**src/rtl/lsbj_rx_pkg.sv**
```systemverilog
package lsbj_rx_pkg;

  // Frame tracking: hunt for a clean left start, inside left, inside right
  typedef enum logic [1:0] {
    ST_HUNT  = 2'd0,
    ST_LEFT  = 2'd1,
    ST_RIGHT = 2'd2
  } frame_st_e;

  // Number of bits beyond the sample width for each length code
  function automatic int unsigned wlen_extra(input logic [1:0] code);
    case (code)
      2'd0:    return 0;
      2'd1:    return 2;
      2'd2:    return 4;
      default: return 8;
    endcase
  endfunction

endpackage

```
**src/rtl/lsbj_rst_sync.sv**
```systemverilog
module lsbj_rst_sync #(
  parameter int STAGES = 2
) (
  input  logic clk_i,
  input  logic arst_ni,
  output logic rst_no
);

  logic [STAGES-1:0] sync_q;

  always_ff @(posedge clk_i or negedge arst_ni) begin
    if (!arst_ni) begin
      sync_q <= '0;
    end else begin
      sync_q <= {sync_q[STAGES-2:0], 1'b1};
    end
  end

  assign rst_no = sync_q[STAGES-1];

endmodule

```
**src/rtl/lsbj_bit_capture.sv**
```systemverilog
module lsbj_bit_capture
  import lsbj_rx_pkg::*;
#(
  parameter int SAMPLE_W = 16,
  parameter int SHREG_W  = 32
) (
  input  logic                clk_i,
  input  logic                rst_ni,
  input  logic                sdata_i,
  input  logic                restart_i,
  input  logic [1:0]          wlen_i,
  output logic [SAMPLE_W-1:0] word_o
);

  localparam int CNT_W  = $clog2(SHREG_W + 1);
  localparam int BASE_W = $clog2(SHREG_W);
  localparam logic [CNT_W-1:0] CNT_MAX = CNT_W'(SHREG_W);

  logic [SHREG_W-1:0] shreg_q, shreg_d;
  logic [CNT_W-1:0]   cnt_q, cnt_d;
  logic [SHREG_W-1:0] bit_valid;
  logic [SHREG_W-1:0] masked;
  logic [BASE_W-1:0]  base;

  // Next state: shift every edge; counter restarts at 1 on a word boundary
  always_comb begin
    shreg_d = {shreg_q[SHREG_W-2:0], sdata_i};
    if (restart_i) begin
      cnt_d = CNT_W'(1);
    end else if (cnt_q != CNT_MAX) begin
      cnt_d = cnt_q + CNT_W'(1);
    end else begin
      cnt_d = cnt_q;
    end
  end

  always_ff @(posedge clk_i or negedge rst_ni) begin
    if (!rst_ni) begin
      shreg_q <= '0;
      cnt_q   <= '0;
    end else begin
      shreg_q <= shreg_d;
      cnt_q   <= cnt_d;
    end
  end

  // Only bits received in the current word are kept; older ones read as zero
  for (genvar i = 0; i < SHREG_W; i++) begin : g_mask
    assign bit_valid[i] = (CNT_W'(i) < cnt_q);
  end

  assign masked = shreg_q & bit_valid;

  // Upper SAMPLE_W bits of the last N bits: window starts at N - SAMPLE_W
  always_comb begin
    base   = BASE_W'(wlen_extra(wlen_i));
    word_o = masked[base +: SAMPLE_W];
  end

endmodule

```
**src/rtl/lsbj_frame_ctl.sv**
```systemverilog
module lsbj_frame_ctl
  import lsbj_rx_pkg::*;
(
  input  logic clk_i,
  input  logic rst_ni,
  input  logic ws_i,
  output logic restart_o,
  output logic left_done_o,
  output logic commit_o
);

  logic      ws_q;
  logic      primed_q;
  frame_st_e st_q, st_d;
  logic      rise, fall;

  assign restart_o   = primed_q & (ws_i ^ ws_q);
  assign rise        = restart_o & ws_i;
  assign fall        = restart_o & ~ws_i;
  assign left_done_o = fall;
  assign commit_o    = rise & (st_q == ST_RIGHT);

  always_comb begin
    st_d = st_q;
    case (st_q)
      ST_HUNT:  if (rise) st_d = ST_LEFT;
      ST_LEFT:  if (fall) st_d = ST_RIGHT;
      ST_RIGHT: if (rise) st_d = ST_LEFT;
      default:  st_d = ST_HUNT;
    endcase
  end

  always_ff @(posedge clk_i or negedge rst_ni) begin
    if (!rst_ni) begin
      ws_q     <= 1'b0;
      primed_q <= 1'b0;
      st_q     <= ST_HUNT;
    end else begin
      ws_q     <= ws_i;
      primed_q <= 1'b1;
      st_q     <= st_d;
    end
  end

endmodule

```
**src/rtl/lsbj_stereo_rx.sv**
```systemverilog
module lsbj_stereo_rx
  import lsbj_rx_pkg::*;
#(
  parameter int SAMPLE_W   = 16,
  parameter int SHREG_W    = 32,
  parameter int RST_STAGES = 2
) (
  input  logic                bck_i,
  input  logic                rst_ni,
  input  logic                ws_i,
  input  logic                sdata_i,
  input  logic [1:0]          wlen_i,
  output logic [SAMPLE_W-1:0] left_o,
  output logic [SAMPLE_W-1:0] right_o,
  output logic                update_o
);

  logic                rst_int_n;
  logic                restart, left_done, commit;
  logic [SAMPLE_W-1:0] word;

  logic [SAMPLE_W-1:0] hold_left_q, hold_left_d;
  logic [SAMPLE_W-1:0] left_q, left_d, right_q, right_d;
  logic                upd_q, upd_d;
  logic                hold_en, out_en;

  lsbj_rst_sync #(.STAGES(RST_STAGES)) u_rst_sync (
    .clk_i   (bck_i),
    .arst_ni (rst_ni),
    .rst_no  (rst_int_n)
  );

  lsbj_frame_ctl u_frame_ctl (
    .clk_i       (bck_i),
    .rst_ni      (rst_int_n),
    .ws_i        (ws_i),
    .restart_o   (restart),
    .left_done_o (left_done),
    .commit_o    (commit)
  );

  lsbj_bit_capture #(.SAMPLE_W(SAMPLE_W), .SHREG_W(SHREG_W)) u_capture (
    .clk_i     (bck_i),
    .rst_ni    (rst_int_n),
    .sdata_i   (sdata_i),
    .restart_i (restart),
    .wlen_i    (wlen_i),
    .word_o    (word)
  );

  assign hold_en = left_done;
  assign out_en  = commit;

  always_comb begin
    hold_left_d = hold_left_q;
    left_d      = left_q;
    right_d     = right_q;
    upd_d       = out_en;
    if (hold_en) hold_left_d = word;
    if (out_en) begin
      left_d  = hold_left_q;
      right_d = word;
    end
  end

  always_ff @(posedge bck_i or negedge rst_int_n) begin
    if (!rst_int_n) begin
      hold_left_q <= '0;
      left_q      <= '0;
      right_q     <= '0;
      upd_q       <= 1'b0;
    end else begin
      hold_left_q <= hold_left_d;
      left_q      <= left_d;
      right_q     <= right_d;
      upd_q       <= upd_d;
    end
  end

  assign left_o   = left_q;
  assign right_o  = right_q;
  assign update_o = upd_q;

endmodule

```
**config.mk**
```make
export PLATFORM = sky130hd
export DESIGN_NAME = lsbj_stereo_rx
export DESIGN_NICKNAME = d
export VERILOG_FILES = /design/src/rtl/lsbj_rx_pkg.sv /design/src/rtl/lsbj_rst_sync.sv /design/src/rtl/lsbj_bit_capture.sv /design/src/rtl/lsbj_frame_ctl.sv /design/src/rtl/lsbj_stereo_rx.sv
export SDC_FILE = /design/constraint.sdc
export NUM_CORES = 1
export LEC_CHECK = 0
export ABC_AREA = 1
export ABC_CLOCK_PERIOD_IN_PS = 5700
export BUFFER_PORTS_ARGS = -buffer_cell sky130_fd_sc_hd__buf_2
export CORE_ASPECT_RATIO = 1.25
export CORE_MARGIN = 3
export CORE_UTILIZATION = 44
export CTS_CLUSTER_DIAMETER = 80
export DETAILED_ROUTE_END_ITERATION = 12
export GPL_ROUTABILITY_DRIVEN = 0
export PLACE_DENSITY = 0.66
export SETUP_SLACK_MARGIN = 0.1
export SLEW_MARGIN = 30
export SYNTH_ARGS = -nofsm -noshare
export SYNTH_HDL_FRONTEND = slang
export SYNTH_HIERARCHICAL = 1
export SYNTH_SLANG_ARGS = --single-unit
```
**constraint.sdc**
```tcl
create_clock -name bck_i -period 5.7 [get_ports bck_i]
set_clock_uncertainty 0.2 [all_clocks]
set_input_delay 0.285 -clock bck_i [delete_from_list [all_inputs] [get_ports bck_i]]
set_output_delay 0.285 -clock bck_i [all_outputs]
set_load 0.02 [all_outputs]
```
; After elaboration in Yosys (flattened, before gate mapping)
; Cells that the tools add are included.
[word_totals]
ramBits = 0
mem_count = 0
in_bits = 6
latchBits = 0
word_cells = 69
out_inout_bits = 33
ff_bits = 93
rom_bits = 0
[classes]
bitwise_logic = 7
add_sub_neg = 1
shift = 1
multipliers = 0
n_eq_ne = 7
n_mux = 6
n_reduce_logical = 5
n_div = 0
order_cmp = 32
[ops]
columns = cell, n
row1 = less-than comparator 5 x 6 -> 1 bit (first input constant), 16
row2 = less-than comparator 4 x 6 -> 1 bit (first input constant), 8
row3 = AND 32 bit, 1
row4 = variable part select 32 x 5 -> 16 bit, 1
row5 = less-than comparator 3 x 6 -> 1 bit (first input constant), 4
row6 = less-than comparator 1 x 6 -> 1 bit (first input constant), 2
row7 = less-than comparator 2 x 6 -> 1 bit (first input constant), 2
row8 = two-way mux 6 bit, 2
row9 = case mux 4 bit (3 select lines), 1
row10 = adder 6 x 1 -> 6 bit (second input constant), 1
row11 = != test 6 bit (second input constant), 1
row12 = AND 1 bit, 4
row13 = == test 2 x 1 -> 1 bit (second input constant), 2
row14 = == test 2 bit (second input constant), 2
row15 = zero test 2 bit, 2
row16 = two-way mux 2 bit, 2
row17 = case mux 2 bit (2 select lines), 1
row18 = != test 2 x 1 -> 1 bit (second input constant), 1
row19 = != test 2 bit (second input constant), 1
row20 = AND reduction 2 bit, 1
row21 = nonzero test 2 bit, 1
row22 = OR reduction 2 bit, 1
row23 = NOT 1 bit, 1
row24 = XOR 1 bit, 1

; Depth between registers and ports, before layout
[depth]
ltp_word = 5
mapped_depth = 11

; By module
; The synthesis kept the hierarchy.
[modules_own_cells]
columns = mod, instances, cells_per_inst, area_per_inst_um2
row1 = lsbj_stereo_rx, 1, 205, 1954.4
row2 = lsbj_bit_capture, 1, 253, 1804.2
row3 = lsbj_frame_ctl, 1, 23, 187.7
row4 = lsbj_rst_sync, 1, 3, 53.8

; Worst setup path after synthesis
; No wires, ideal clock.
[synth_timing]
path_type = register to register
from = register u_capture.cnt_q[1]
to = register hold_left_q[4]
arrival_time_ns = 1.273
path_stages_with_launch = 12
n_path_buf = 0
path_slack_ns = 4.110
required_ns = 5.384
setup_time_ns = 0.116
path_cell_list = dfrtp_1 -> inv_1 -> ha_1 -> inv_1 -> nand2_1 -> nand2_1 -> nand3_1 -> nand2_1 -> nor2_1 -> nand2_1 -> nand2_1 -> nand2_1
[synth_between]
elab_chain_cells = 3
[synth_rtl]
columns = item, line
row1 = from (decl), lsbj_bit_capture.sv:20  ; logic [CNT_W-1:0] cnt_q, cnt_d;
row2 = from (signal assigned), lsbj_bit_capture.sv:43  ; cnt_q <= cnt_d;
row3 = "less-than comparator 1 x 6 -> 1 bit, or another cell as far along", lsbj_bit_capture.sv:49  ; assign bit_valid[i] = (CNT_W'(i) < cnt_q);
row4 = AND 32 bit (*), lsbj_bit_capture.sv:52  ; assign masked = shreg_q & bit_valid;
row5 = variable part select 32 x 5 -> 16 bit (*), lsbj_bit_capture.sv:57  ; word_o = masked[base +: SAMPLE_W];
row6 = named net word[4], lsbj_stereo_rx.sv:20  ; logic [SAMPLE_W-1:0] word;
row7 = to (signal assigned), lsbj_stereo_rx.sv:73  ; hold_left_q <= hold_left_d;
row8 = to (decl), lsbj_stereo_rx.sv:22  ; logic [SAMPLE_W-1:0] hold_left_q, hold_left_d;
; The timed path passes the listed nets; every way through them passes the cells marked *.
; A chain may end at the register's enable or synchronous reset.

; Worst setup path after layout
[layout_timing]
from = register u_capture.cnt_q[5]
to = register hold_left_q[8]
; Same word-level chain as after synthesis.

==> out/qor_table.md <==
| Result | This run | Unit |
| --- | --- | --- |
| Leakage power summed over all cells | 2.47 | nW |
| Final-report setup violation count | 0 | - |
| Total core area | 8750 | um2 |
| Fraction of registers with async set or reset after synthesis | 100 | % |
| Crit path DAT | 2.16 | ns |
| Area enclosed by the die boundary | 10300 | um2 |
| Number of buffers inserted by post-CTS setup repair | 0 | - |
| Setup repair after global routing missed its margin | false | - |
| Startpoint Class | flip-flop | - |
| P per Cell Area | 384 | nW/um2 |
| Flop2flop setup slack | 3.60 | ns |
| Share of the synthesized area in the top cell type | 53.2 | % |
| Post-synthesis cell type count | 35 | - |
| Clock latency on the worst-skew pair | 0.36 | ns |
| Syn nets | 492 | - |
| CP peak stage delay | 0.48 | ns |
| Clock transition time at the flip-flop clock pins of the worst setup and hold paths | 0.09 | ns |
| Worst-path fanout max | 16 | - |
| Number of max-slew violations in the final report | 0 | - |
| Count of flip-flops with a built-in enable after synthesis | 0 | - |
| Global-route wire length before repair | 14.9 | mm |
| Tightest Pin Transition | 0.656 | ns |
| Starting density of the core | 45.7 | % |
| Endpoint class of the critical path | flip-flop | - |
| Post-Layout Cell Count | 646 | - |
| Initial antenna violation count | 0 | - |
| Netlist Area Pre-Place | 4000 | um2 |
| Most frequent cell after synthesis | sky130_fd_sc_hd__nand2_1 | - |
| Total clock buffers created by CTS | 9 | - |
| Share of cells above drive strength 1 | 16.5 | % |
| Design area | 4440 | um2 |
| Average footprint of a synthesized cell | 8.26 | um2 |
| Cell count after synthesis | 484 | - |
| Count of H-tree levels built during CTS | 3 | - |
| Final period demand of the worst path | 2.10 | ns |
| Period Utilization, post-route | 36.8 | % |
| Biggest area contributors in the synthesized netlist | sky130_fd_sc_hd__dfrtp_1 53%, sky130_fd_sc_hd__nand2_1 20%, sky130_fd_sc_hd__nand3_1 5.4%, sky130_fd_sc_hd__inv_1 3.4%, sky130_fd_sc_hd__nand2_2 2.3% | - |
| Clk sinks | 85 | - |
| Maximum number of pins on one net before global-route repair | 45 | - |
| Number of iterations in the first detailed-routing pass | 6 | - |
| Worst R2R Path Depth | 10 | - |
| Top cell types by occurrence after synthesis | 210 x sky130_fd_sc_hd__nand2_1, 85 x sky130_fd_sc_hd__dfrtp_1, 43 x sky130_fd_sc_hd__nand3_1 | - |
| Count of routing violations after the opening detailed-route iteration | 259 | - |
| Maximum clock frequency | 0.477 | GHz |
| Number of maximum-capacitance violations | 0 | - |
| Headroom to the max-slew limit | 56.1 | % |
| Register area share after synthesis | 53.2 | % |
| Clock tree from TritonCTS | done | - |
| Per-cell routed wire length | 13.4 | um |
| Yosys warns | 6 | - |
| Number of nets at the end of the flow | 529 | - |
| Max clock buf depth | 2 | - |
| Aggregate negative setup slack | 0 | ns |
| Diodes inserted | 0 | - |
| Final antenna-violating net count | 0 | - |
| Global-route usage over all layers | 18.5 | % |
| Fin Hold WS | 0.0221 | ns |
| Worst VDD drop | 142 | uV |
| Path type of the worst min-delay path | in -> async | - |
| Endpoint required time on the critical path | 5.77 | ns |
| Detailed placement HPWL | 6.41 | mm |
| Run status | finished clean | - |
| Area leader, netlist | sky130_fd_sc_hd__dfrtp_1 | - |
| Most prevalent standard cell on the critical path | sky130_fd_sc_hd__nand2_1 | - |
| Post-place instance area | 4190 | um2 |
| Standard-cell row count | 38 | - |
| Width of the chip | 91.3 | um |
| Final core occ | 50.8 | % |
| Worst path cell trace | nor2_2 > nand2_1 > nand3_1 > nand2_1 > nand2_1 > inv_1 > nand2_1 > inv_1 > nand2_1 > nand2_1 | - |
| Clock Root Buffer | sky130_fd_sc_hd__clkbuf_8 | - |
| Remaining DRCs | 0 | - |
| Die extent in y | 113 | um |
| Yosys reg bits | 85 | - |
| Most common flop cell mapped by yosys | sky130_fd_sc_hd__dfrtp_1 | - |
| Area delta synth->final | 11.1 | % |
| Vias post-DR | 3179 | - |
| Via count of the first global-routing pass | 3178 | - |
| Number of hold violations in the final report | 0 | - |
| Highest-delay cell along the critical path | sky130_fd_sc_hd__nor2_2 | - |
| Total detailed-routing wirelength | 8.69 | mm |
| Cell total after placement | 627 | - |
| Total global routing overflow | 0 | - |
| Crit Path Class | reg -> reg | - |
| Boundary pin count | 39 | - |
| Via-to-Cell Ratio | 4.92 | - |
| Count of input and output buffers | 38 | - |
timing repair:
item / 4_1_cts / 5_1_grt
endpoints found under the hold margin: 4 / 0
hold buffers: 3 / 0
resized for setup: 0 / 0
power breakdown:
group          total (mW)  internal [mW]  switching, mW
sequential          0.787          0.701         0.0859
clock               0.472          0.258          0.214
combinational       0.450          0.141          0.309
total                1.71           1.10          0.608
final cells by class:
type	count	area [um2]
sequential	85	2130
timing repair buffer	43	248
fill	891	4310
clock inverter	6	86.3
inverter	40	165
clock buffer	10	138
tap	120	150
multi-input combinational	342	1530
cells in the final DEF (no fill, tap or decap), types with 2 or more instances in the layout:
cell	n
sky130_fd_sc_hd__xor2_1	2
sky130_fd_sc_hd__clkinv_2	2
sky130_fd_sc_hd__nand3_1	43
sky130_fd_sc_hd__conb_1	2
sky130_fd_sc_hd__ha_1	2
sky130_fd_sc_hd__nor2_2	5
sky130_fd_sc_hd__buf_2	38
sky130_fd_sc_hd__clkbuf_8	10
sky130_fd_sc_hd__o21bai_1	2
sky130_fd_sc_hd__nor2_1	24
sky130_fd_sc_hd__nand2_2	15
sky130_fd_sc_hd__o21ai_0	4
sky130_fd_sc_hd__a21oi_1	7
sky130_fd_sc_hd__a21boi_0	2
sky130_fd_sc_hd__nand2_1	210
sky130_fd_sc_hd__dlygate4sd3_1	3
sky130_fd_sc_hd__o211ai_1	3
sky130_fd_sc_hd__nand4_1	9
sky130_fd_sc_hd__o21ai_1	2
sky130_fd_sc_hd__dfrtp_1	84
sky130_fd_sc_hd__inv_1	36
sky130_fd_sc_hd__bufinv_16	2
sky130_fd_sc_hd__nand3_2	2
per-stage QoR:
stage | power (mW) | worst slack [ns]
CTS | 1.73 | 3.61
finish | 1.71 | 3.60
floorplan | 1.12 | 2.96
global route | 1.83 | 3.37
detailed placement | 1.25 | 3.52
global placement | 1.24 | 3.62
path summary, 6_finish.rpt:
kind / to / start
setup / recovery: hold_left_q[8] / u_capture/cnt_q[5]
hold / removal: u_rst_sync/sync_q[1] / rst_ni
setup reg to reg: hold_left_q[8] / u_capture/cnt_q[5]
hold reg to reg: u_frame_ctl/primed_q / u_rst_sync/sync_q[1]
max in group asynchronous: hold_left_q[2] / u_rst_sync/sync_q[1]
min in group bck_i: u_rst_sync/sync_q[1] / u_rst_sync/sync_q[0]
worst max-delay path: cells and delay by family (launching register included):
family	cells	cell delay, ns
flops	1	0.42
buf+inv	2	0.09
simple gates	8	1.29
kinds of logic (layout without fill, tap and decap cells):
group | after synthesis | in the layout | share of synthesized area [%]
DFF | 85 | 85 | 53.2
buffers and inverters | 57 | 99 | 8.82
AOI/OAI and AO/OA | 23 | 23 | 3.50
xor gates and xnor gates | 2 | 2 | 0.438
other | 2 | 2 | 0.188
adders and majority gates | 2 | 2 | 0.625
and+or+nand+nor | 313 | 313 | 33.3
per-layer routing:
metal	wire (um)	part of all wire, %	up-vias	track usage (%)
li1	-	-	1577	-
met1	3650	42	1467	21.5
met2	4290	49	103	30.9
met3	415	4.8	32	4.36
met4	329	3.8	0	11.3
met5	0	0	-	0
state kept, by name (all words and copies together) (netlist names):
| signal | count |
|---|---|
| u_frame_ctl/ws_q | 1 |
| right_o | 16 |
| update_o | 1 |
| u_capture/cnt_q | 6 |
| u_rst_sync/sync_q | 2 |
| u_frame_ctl/primed_q | 1 |
| u_capture/shreg_q | 24 |
| hold_left_q | 16 |
| left_o | 16 |
| u_frame_ctl/st_q | 2 |
Power figures use the tool's default switching activity.
